<file path="src/rtl/dac_cal_pkg.sv">
package dac_cal_pkg;
  // register-select codes seen on wr_sel
  localparam logic [1:0] SEL_SFR  = 2'b00;
  localparam logic [1:0] SEL_GAIN = 2'b01;
  localparam logic [1:0] SEL_OFFS = 2'b10;
  localparam logic [1:0] SEL_DATA = 2'b11;

  typedef enum logic [1:0] {ST_IDLE, ST_READ, ST_CALC} cal_state_e;
endpackage

</file>
<file path="src/rtl/dac_cal_ram.sv">
// One trim bank: RAM-style storage with a synchronous read, plus a
// per-entry written flag so unwritten entries return the reset value.
module dac_cal_ram #(
  parameter int DEPTH = 40,
  parameter int DW    = 14,
  parameter int AW    = 6,
  parameter logic [DW-1:0] INIT = '0
) (
  input  logic          clk,
  input  logic          rst,
  input  logic          we,
  input  logic [AW-1:0] waddr,
  input  logic [DW-1:0] wdata,
  input  logic [AW-1:0] raddr,
  output logic [DW-1:0] rdata
);
  logic [DW-1:0]    mem [DEPTH];
  logic [DEPTH-1:0] written;
  logic [DW-1:0]    q;
  logic             q_written;

  always_ff @(posedge clk) begin
    if (we) mem[waddr] <= wdata;
    q <= mem[raddr];
  end

  always_ff @(posedge clk) begin
    if (rst) begin
      written   <= '0;
      q_written <= 1'b0;
    end else begin
      if (we) written[waddr] <= 1'b1;
      q_written <= written[raddr];
    end
  end

  assign rdata = q_written ? q : INIT;
endmodule

</file>
<file path="src/rtl/dac_cal_datapath.sv">
// Shared correction unit: one multiplier, offset add, clamp.
module dac_cal_datapath #(
  parameter int DW = 14
) (
  input  logic [DW-1:0] x1,
  input  logic [DW-1:0] gain,
  input  logic [DW-1:0] offs,
  output logic [DW-1:0] x2
);
  localparam int PW = 2*DW + 1;
  localparam int SW = DW + 2;
  localparam logic signed [SW-1:0] ZERO_OFFS = SW'(1 << (DW-1));
  localparam logic signed [SW-1:0] MAX_CODE  = SW'((1 << DW) - 1);

  logic [DW:0]            gain_p2;
  logic [PW-1:0]          prod;
  logic [DW:0]            scaled;
  logic signed [SW-1:0]   sum;

  assign gain_p2 = {1'b0, gain} + (DW+1)'(2);
  assign prod    = PW'(gain_p2) * PW'(x1);
  assign scaled  = prod[PW-1:DW];
  assign sum     = $signed({1'b0, scaled}) + $signed({2'b00, offs}) - ZERO_OFFS;

  always_comb begin
    if (sum < 0)             x2 = '0;
    else if (sum > MAX_CODE) x2 = {DW{1'b1}};
    else                     x2 = sum[DW-1:0];
  end
endmodule

</file>
<file path="src/rtl/dac_cal_ctrl.sv">
// Write acceptance, recompute sequencing and load hold-off.
module dac_cal_ctrl
  import dac_cal_pkg::*;
#(
  parameter int NUM_CH = 40,
  parameter int CH_W   = 6
) (
  input  logic            clk,
  input  logic            rst,
  input  logic            wr_en,
  input  logic [CH_W-1:0] wr_ch,
  input  logic [1:0]      wr_sel,
  input  logic            load_n,
  output logic            accept,
  output logic            wr_ack,
  output logic            busy,
  output logic [CH_W-1:0] calc_ch,
  output logic            stage_we,
  output logic            do_load,
  output logic            load_pend
);
  localparam logic [CH_W-1:0] LAST_CH = CH_W'(NUM_CH - 1);

  cal_state_e state;
  logic       start;
  logic       load_req;

  assign busy     = (state != ST_IDLE);
  assign accept   = wr_en && !busy && (wr_ch <= LAST_CH);
  assign start    = accept && (wr_sel != SEL_SFR);
  assign stage_we = (state == ST_CALC);
  assign load_req = !load_n || load_pend;
  assign do_load  = load_req && !busy && !start;

  always_ff @(posedge clk) begin
    if (rst) begin
      state     <= ST_IDLE;
      calc_ch   <= '0;
      wr_ack    <= 1'b0;
      load_pend <= 1'b0;
    end else begin
      wr_ack    <= accept;
      load_pend <= load_req && !do_load;
      case (state)
        ST_IDLE: if (start) begin
          state   <= ST_READ;
          calc_ch <= wr_ch;
        end
        ST_READ: state <= ST_CALC;
        default: state <= ST_IDLE;
      endcase
    end
  end
endmodule

</file>
<file path="src/rtl/dac_cal_core.sv">
module dac_cal_core
  import dac_cal_pkg::*;
#(
  parameter int NUM_CH = 40,
  parameter int DW     = 14,
  parameter int CH_W   = $clog2(NUM_CH)
) (
  input  logic               clk,
  input  logic               rst,
  input  logic               wr_en,
  input  logic [CH_W-1:0]    wr_ch,
  input  logic [1:0]         wr_sel,
  input  logic [DW-1:0]      wr_data,
  output logic               wr_ack,
  output logic               busy,
  input  logic               load_n,
  output logic [NUM_CH*DW-1:0] dac_out
);
  localparam int NBANK = 3;  // 0 gain, 1 offset, 2 input
  localparam logic [2*NBANK-1:0] BANK_SEL = {SEL_DATA, SEL_OFFS, SEL_GAIN};
  localparam logic [DW-1:0] GAIN_RST = DW'((1 << DW) - 2);
  localparam logic [DW-1:0] OFFS_RST = DW'(1 << (DW-1));
  localparam logic [NBANK*DW-1:0] BANK_INIT = {{DW{1'b0}}, OFFS_RST, GAIN_RST};

  logic            accept;
  logic [CH_W-1:0] calc_ch;
  logic            stage_we;
  logic            do_load;
  logic            load_pend;
  logic [DW-1:0]   bank_q [NBANK];
  logic [DW-1:0]   x2;

  dac_cal_ctrl #(.NUM_CH(NUM_CH), .CH_W(CH_W)) u_ctrl (
    .clk(clk), .rst(rst), .wr_en(wr_en), .wr_ch(wr_ch), .wr_sel(wr_sel),
    .load_n(load_n), .accept(accept), .wr_ack(wr_ack), .busy(busy),
    .calc_ch(calc_ch), .stage_we(stage_we), .do_load(do_load),
    .load_pend(load_pend)
  );

  for (genvar b = 0; b < NBANK; b++) begin : g_bank
    logic [DW-1:0] wdata;
    if (b == 0) begin : g_gain_mask
      assign wdata = {wr_data[DW-1:1], 1'b0};
    end else begin : g_plain
      assign wdata = wr_data;
    end
    dac_cal_ram #(
      .DEPTH(NUM_CH), .DW(DW), .AW(CH_W), .INIT(BANK_INIT[b*DW +: DW])
    ) u_ram (
      .clk(clk), .rst(rst),
      .we(accept && (wr_sel == BANK_SEL[2*b +: 2])),
      .waddr(wr_ch), .wdata(wdata),
      .raddr(calc_ch), .rdata(bank_q[b])
    );
  end

  dac_cal_datapath #(.DW(DW)) u_dp (
    .x1(bank_q[2]), .gain(bank_q[0]), .offs(bank_q[1]), .x2(x2)
  );

  for (genvar i = 0; i < NUM_CH; i++) begin : g_ch
    logic [DW-1:0] staged;
    always_ff @(posedge clk) begin
      if (rst) begin
        staged              <= '0;
        dac_out[i*DW +: DW] <= '0;
      end else begin
        if (stage_we && calc_ch == CH_W'(i)) staged <= x2;
        if (do_load) dac_out[i*DW +: DW] <= staged;
      end
    end
  end
endmodule

</file>
<file path="config.mk">
export PLATFORM = sky130hd
export DESIGN_NAME = dac_cal_core
export DESIGN_NICKNAME = d
export VERILOG_FILES = /design/src/rtl/dac_cal_pkg.sv /design/src/rtl/dac_cal_ram.sv /design/src/rtl/dac_cal_datapath.sv /design/src/rtl/dac_cal_ctrl.sv /design/src/rtl/dac_cal_core.sv
export SDC_FILE = /design/constraint.sdc
export NUM_CORES = 2
export LEC_CHECK = 0
export CORE_ASPECT_RATIO = 1.25
export CORE_MARGIN = 2
export CORE_UTILIZATION = 55
export DETAILED_ROUTE_END_ITERATION = 8
export PLACE_DENSITY = 0.74
export SYNTH_ARGS = -nofsm -noshare
export SYNTH_HDL_FRONTEND = slang
export SYNTH_SLANG_ARGS = --single-unit
</file>
<file path="constraint.sdc">
create_clock -name clk -period 14.07 [get_ports clk]
set_clock_uncertainty 0.2 [all_clocks]
set_input_delay 1.407 -clock clk [delete_from_list [all_inputs] [get_ports clk]]
set_output_delay 1.407 -clock clk [all_outputs]
set_load 0.01 [all_outputs]
</file>
==> PnR_summary.wiki <==
{| class="wikitable"
! Metric !! Value
|-
| Result of the run || complete, but fails checks
|-
| Failing checks || capacitance limit
|-
| TritonCTS buffer count || 290
|-
| Half-perimeter wire length after placement || 207000 um
|-
| Maximum number of pins on one net before global-route repair || 213
|-
| Level count of the clock H-tree || 5
|-
| Class of the most critical hold timing path || reg2reg
|-
| Total global routing track utilization || 29.98%
|-
| Dominant register cell in the synthesized netlist || sky130_fd_sc_hd__edfxtp_1
|-
| Effective utilization at floorplan || 55.44%
|-
| Most frequent cell on the critical path || sky130_fd_sc_hd__fa_1
|-
| Max rail drop VDD || 0.1540 mV
|-
| Max-slew headroom || 0.4221%
|-
| Maximum buffer depth of the clock tree || 4
|-
| Worst setup EP type || flip-flop
|-
| Source-to-sink clock delay at the later pin of the worst-skew pair || 0.95 ns
|-
| Nature of the critical path startpoint || flip-flop
|-
| Worst hold slack || 0.2154 ns
|-
| Proportion of synthesized chip area in sequential cells || 66.63%
|-
| Count of input and output buffers || 587
|-
| Sink of the worst hold path || dac_out[243]
|-
| Row count || 185
|-
| Overall via count from detail_route || slightly above 70000
|-
| Average wire per standard cell || 26.37 um
|-
| Max Cap Violations || 1
|-
| Growth of design area from synthesis to finish || 16.26%
|-
| Flop-to-flop setup slack || 2.16 ns
|-
| Cells after Synth || between 8000 and 9000
|-
| Post-synth top area share || 43.66%
|-
| Beginning of the worst hold path || g_ch[17].staged[5]
|-
| First DRT Iteration DRCs || 8347
|-
| Via count normalized by instance count || between 6 and 7
|-
| Highest clock frequency the design can meet || between 80 and 90 MHz
|-
| Worst Max-Slew Pin Slew || about 1.5 ns
|-
| Leakage || 0.04297 uW
|-
| Nets@finish || 9376
|-
| Die span in y || 510.3 um
|-
| Synthesis-stage register bit count || 2934
|-
| Highest cell delay on the worst timing path || around 1.1 ns
|-
| Hold violation total from the final report || 0
|-
| Post-synth EDFFs || between 1500 and 2000
|-
| Area of the multi-input gates || 0.03515 sq mm
|-
| Clk sink count || 2934
|-
| Post-CTS sizing || 0
|-
| First drt pass iteration count || 6
|-
| Max-slew violation count || 0
|-
| Register area || 0.07517 sq mm
|-
| RSZ-0062 raised after global routing || false
|-
| Final WL || ~320000 um
|-
| Setup TNS || 0 ns
|-
| Path depth of the worst reg2reg path || 33
|-
| Per-instance average area after synthesis || 13.20 sq um
|-
| Core Region || 0.2035 sq mm
|-
| Die Span X || roughly 400 um
|-
| Data arrival time of the critical path || 12.46 ns
|-
| Post-layout min period || 11.91 ns
|-
| Post-synthesis net count || 8834
|-
| Io pins || 588
|-
| Leading area contributor after synthesis || sky130_fd_sc_hd__edfxtp_1
|-
| Die ar. || 0.2087 sq mm
|-
| Path type of the worst setup path || reg2reg
|-
| Final design utilization || 64.45%
|-
| Synth warnings || 0
|-
| Reg2reg end || g_ch[37].staged[13]
|-
| GRT Residual Overflow || 0
|-
| Final routed DRC violation total || 0
|-
| Design area || 0.1311 sq mm
|-
| Layout cell share with drive strength beyond 1 || 13.38%
|-
| Leading cell type by number of instances after synthesis || sky130_fd_sc_hd__nand2_1
|-
| Number of setup buffers added after CTS || 0
|-
| Final setup margin || 2.163 ns
|-
| Post-detailed-placement cell area || 0.1219 sq mm
|-
| Power density over the cells || 132.2 mW/mm^2
|-
| Async set or reset register ratio after synthesis || 0%
|-
| Vias in the first global route || 71160
|-
| Setup WS pre-CTS || 2.232 ns
|-
| Reg2Reg Launch Point || g_bank[0].u_ram.q_written
|-
| Filler instances || approximately 14000
|-
| Hold Path Cell Cnt || 2
|-
| Initial antenna violation count || 7
|-
| Global-route wire length before repair || 466100 um
|-
| Area contributors post-synth || sky130_fd_sc_hd__edfxtp_1 (44%), sky130_fd_sc_hd__dfxtp_1 (23%), sky130_fd_sc_hd__mux4_2 (11%)
|-
| Netlist cell types || 67
|-
| Max Fanout on Critical Path || 40
|-
| Setup-failing EPs final || 0
|-
| CTS tree || built
|-
| Leading cell types by count after synthesis || sky130_fd_sc_hd__nand2_1 (1890), sky130_fd_sc_hd__edfxtp_1 (1640), sky130_fd_sc_hd__dfxtp_1 (1294)
|-
| Global placer's final weighted congestion || ~0.92
|-
| Critical Path Slowest Stage Cell || sky130_fd_sc_hd__mux2i_1
|-
| Number of buffers added to fix hold violations after cts || 0
|-
| Number of antenna-violating nets in the routed design || 0
|-
| Share of the clock period used by the worst path || 84.62%
|-
| Required time of the worst setup path || 14.62 ns
|-
| Root cell of the clock tree || sky130_fd_sc_hd__clkbuf_16
|-
| Total standard cell area after synthesis || ~0.11 sq mm
|-
| Clock Pin Slew Worst Setup and Hold Paths || 0.06 ns
|}
-- layout by cell type, fill, tap and decap left out, drive strengths merged, types with 3 or more instances in the layout --
| cell | count |
|---|---|
| nand2 | 1890 |
| edfxtp | 1640 |
| dfxtp | 1294 |
| a21oi | 643 |
| o21ai | 578 |
| clkdlybuf4s50 | 572 |
| nor2 | 567 |
| mux4 | 528 |
| clkbuf | 404 |
| buf | 237 |
| inv | 171 |
| fa | 141 |
| ha | 119 |
| mux2i | 92 |
| clkinv | 67 |
| nor2b | 59 |
| a211oi | 44 |
| and2 | 29 |
| xnor2 | 25 |
| a31oi | 21 |
| nand3 | 18 |
| bufinv | 18 |
| nand2b | 17 |
| nor3 | 14 |
| xor2 | 12 |
| and3 | 11 |
| a21o | 10 |
| nor3b | 9 |
| and3b | 5 |
| clkinvlp | 5 |
| nand4 | 4 |
| o21a | 4 |
| o21bai | 4 |
| a22oi | 3 |
| a22o | 3 |
| o2111ai | 3 |
| o211ai | 3 |
| nand3b | 3 |
| o22a | 3 |
| o31ai | 3 |
-- sequential cells by signal (all words and copies together) (netlist names) --
name / cells
g_bank.u_ram.mem: 1640
g_bank.u_ram.q_written: 3
dac_out: 560
u_ctrl.wr_ack: 1
g_bank.u_ram.q: 41
g_ch.staged: 560
u_ctrl.load_pend: 1
u_ctrl.calc_ch: 6
u_ctrl.state: 2
g_bank.u_ram.written: 120
-- cell type report --
class	instances	area share [%]
diodes	1	0.001908
flip-flops and latches	2934	57.32
clock buffers	404	6.283
clock inverters	93	0.7137
repair buffers	809	5.805
well taps	2711	2.587
multi-input cells	4887	26.81
inverters	168	0.4809
-- worst max-delay path, delay by kind of cell (launching register included) --
kind	cells	cell delay (ns)
compound gates	12	3.31
xor+xnor	2	0.86
fa+ha+maj	10	4.36
buf+inv	5	0.77
flops	1	0.53
mux	1	1.05
simple gates	3	0.62
-- per-stage QoR --
stage | cells | power [uW]
2_1_floorplan | 8548 | 9687
4_1_cts | 12000 | 17410
3_3_place_gp | 11500 | 9947
5_1_grt | 12010 | 17760
6_report | 12010 | 17340
3_5_place_dp | 11510 | 9965
-- worst max-delay path by stage --
| stage | slack, ns | from | end |
|---|---|---|---|
| after floorplan | 4.26 | g_bank[0].u_ram.q_written | g_ch[22].staged[10] |
| after global routing | 1.57 | g_bank[0].u_ram.q_written | g_ch[11].staged[13] |
| after global placement | 2.19 | g_bank[0].u_ram.q_written | g_ch[31].staged[13] |
| after detailed placement | 2.23 | g_bank[0].u_ram.q_written | g_ch[2].staged[13] |
| after CTS | 2.07 | g_bank[0].u_ram.q_written | g_ch[2].staged[13] |
| final | 2.16 | g_bank[0].u_ram.q_written | g_ch[37].staged[13] |
-- routing by layer --
metal  GRT usage [%]  wire length (um)  part of all wire, %  vias up
met5               0                55                0.017        -
met4           16.16             18870                  6.0        8
met3           5.560             27020                  8.5      793
met2           50.32            156700                   49     3800
met1           37.02            114000                   36    36130
li1                -                 -                    -    31450
-- kinds of logic after synthesis --
family	synth area share [%]
compound gates	6.242
xor+xnor	0.2940
fa+ha+maj	3.823
buf+inv	2.475
flops	66.63
mux	11.40
simple gates	9.144
-- power by group --
group          switching, uW  internal (uW)  leakage [uW]  total [uW]
clock network           3150           4410       0.00449        7550
logic                    493            204        0.0133         697
registers               30.0           9060        0.0252        9090
total                   3670          13700        0.0430       17300
Note: power is estimated with default switching activity, not from simulation.
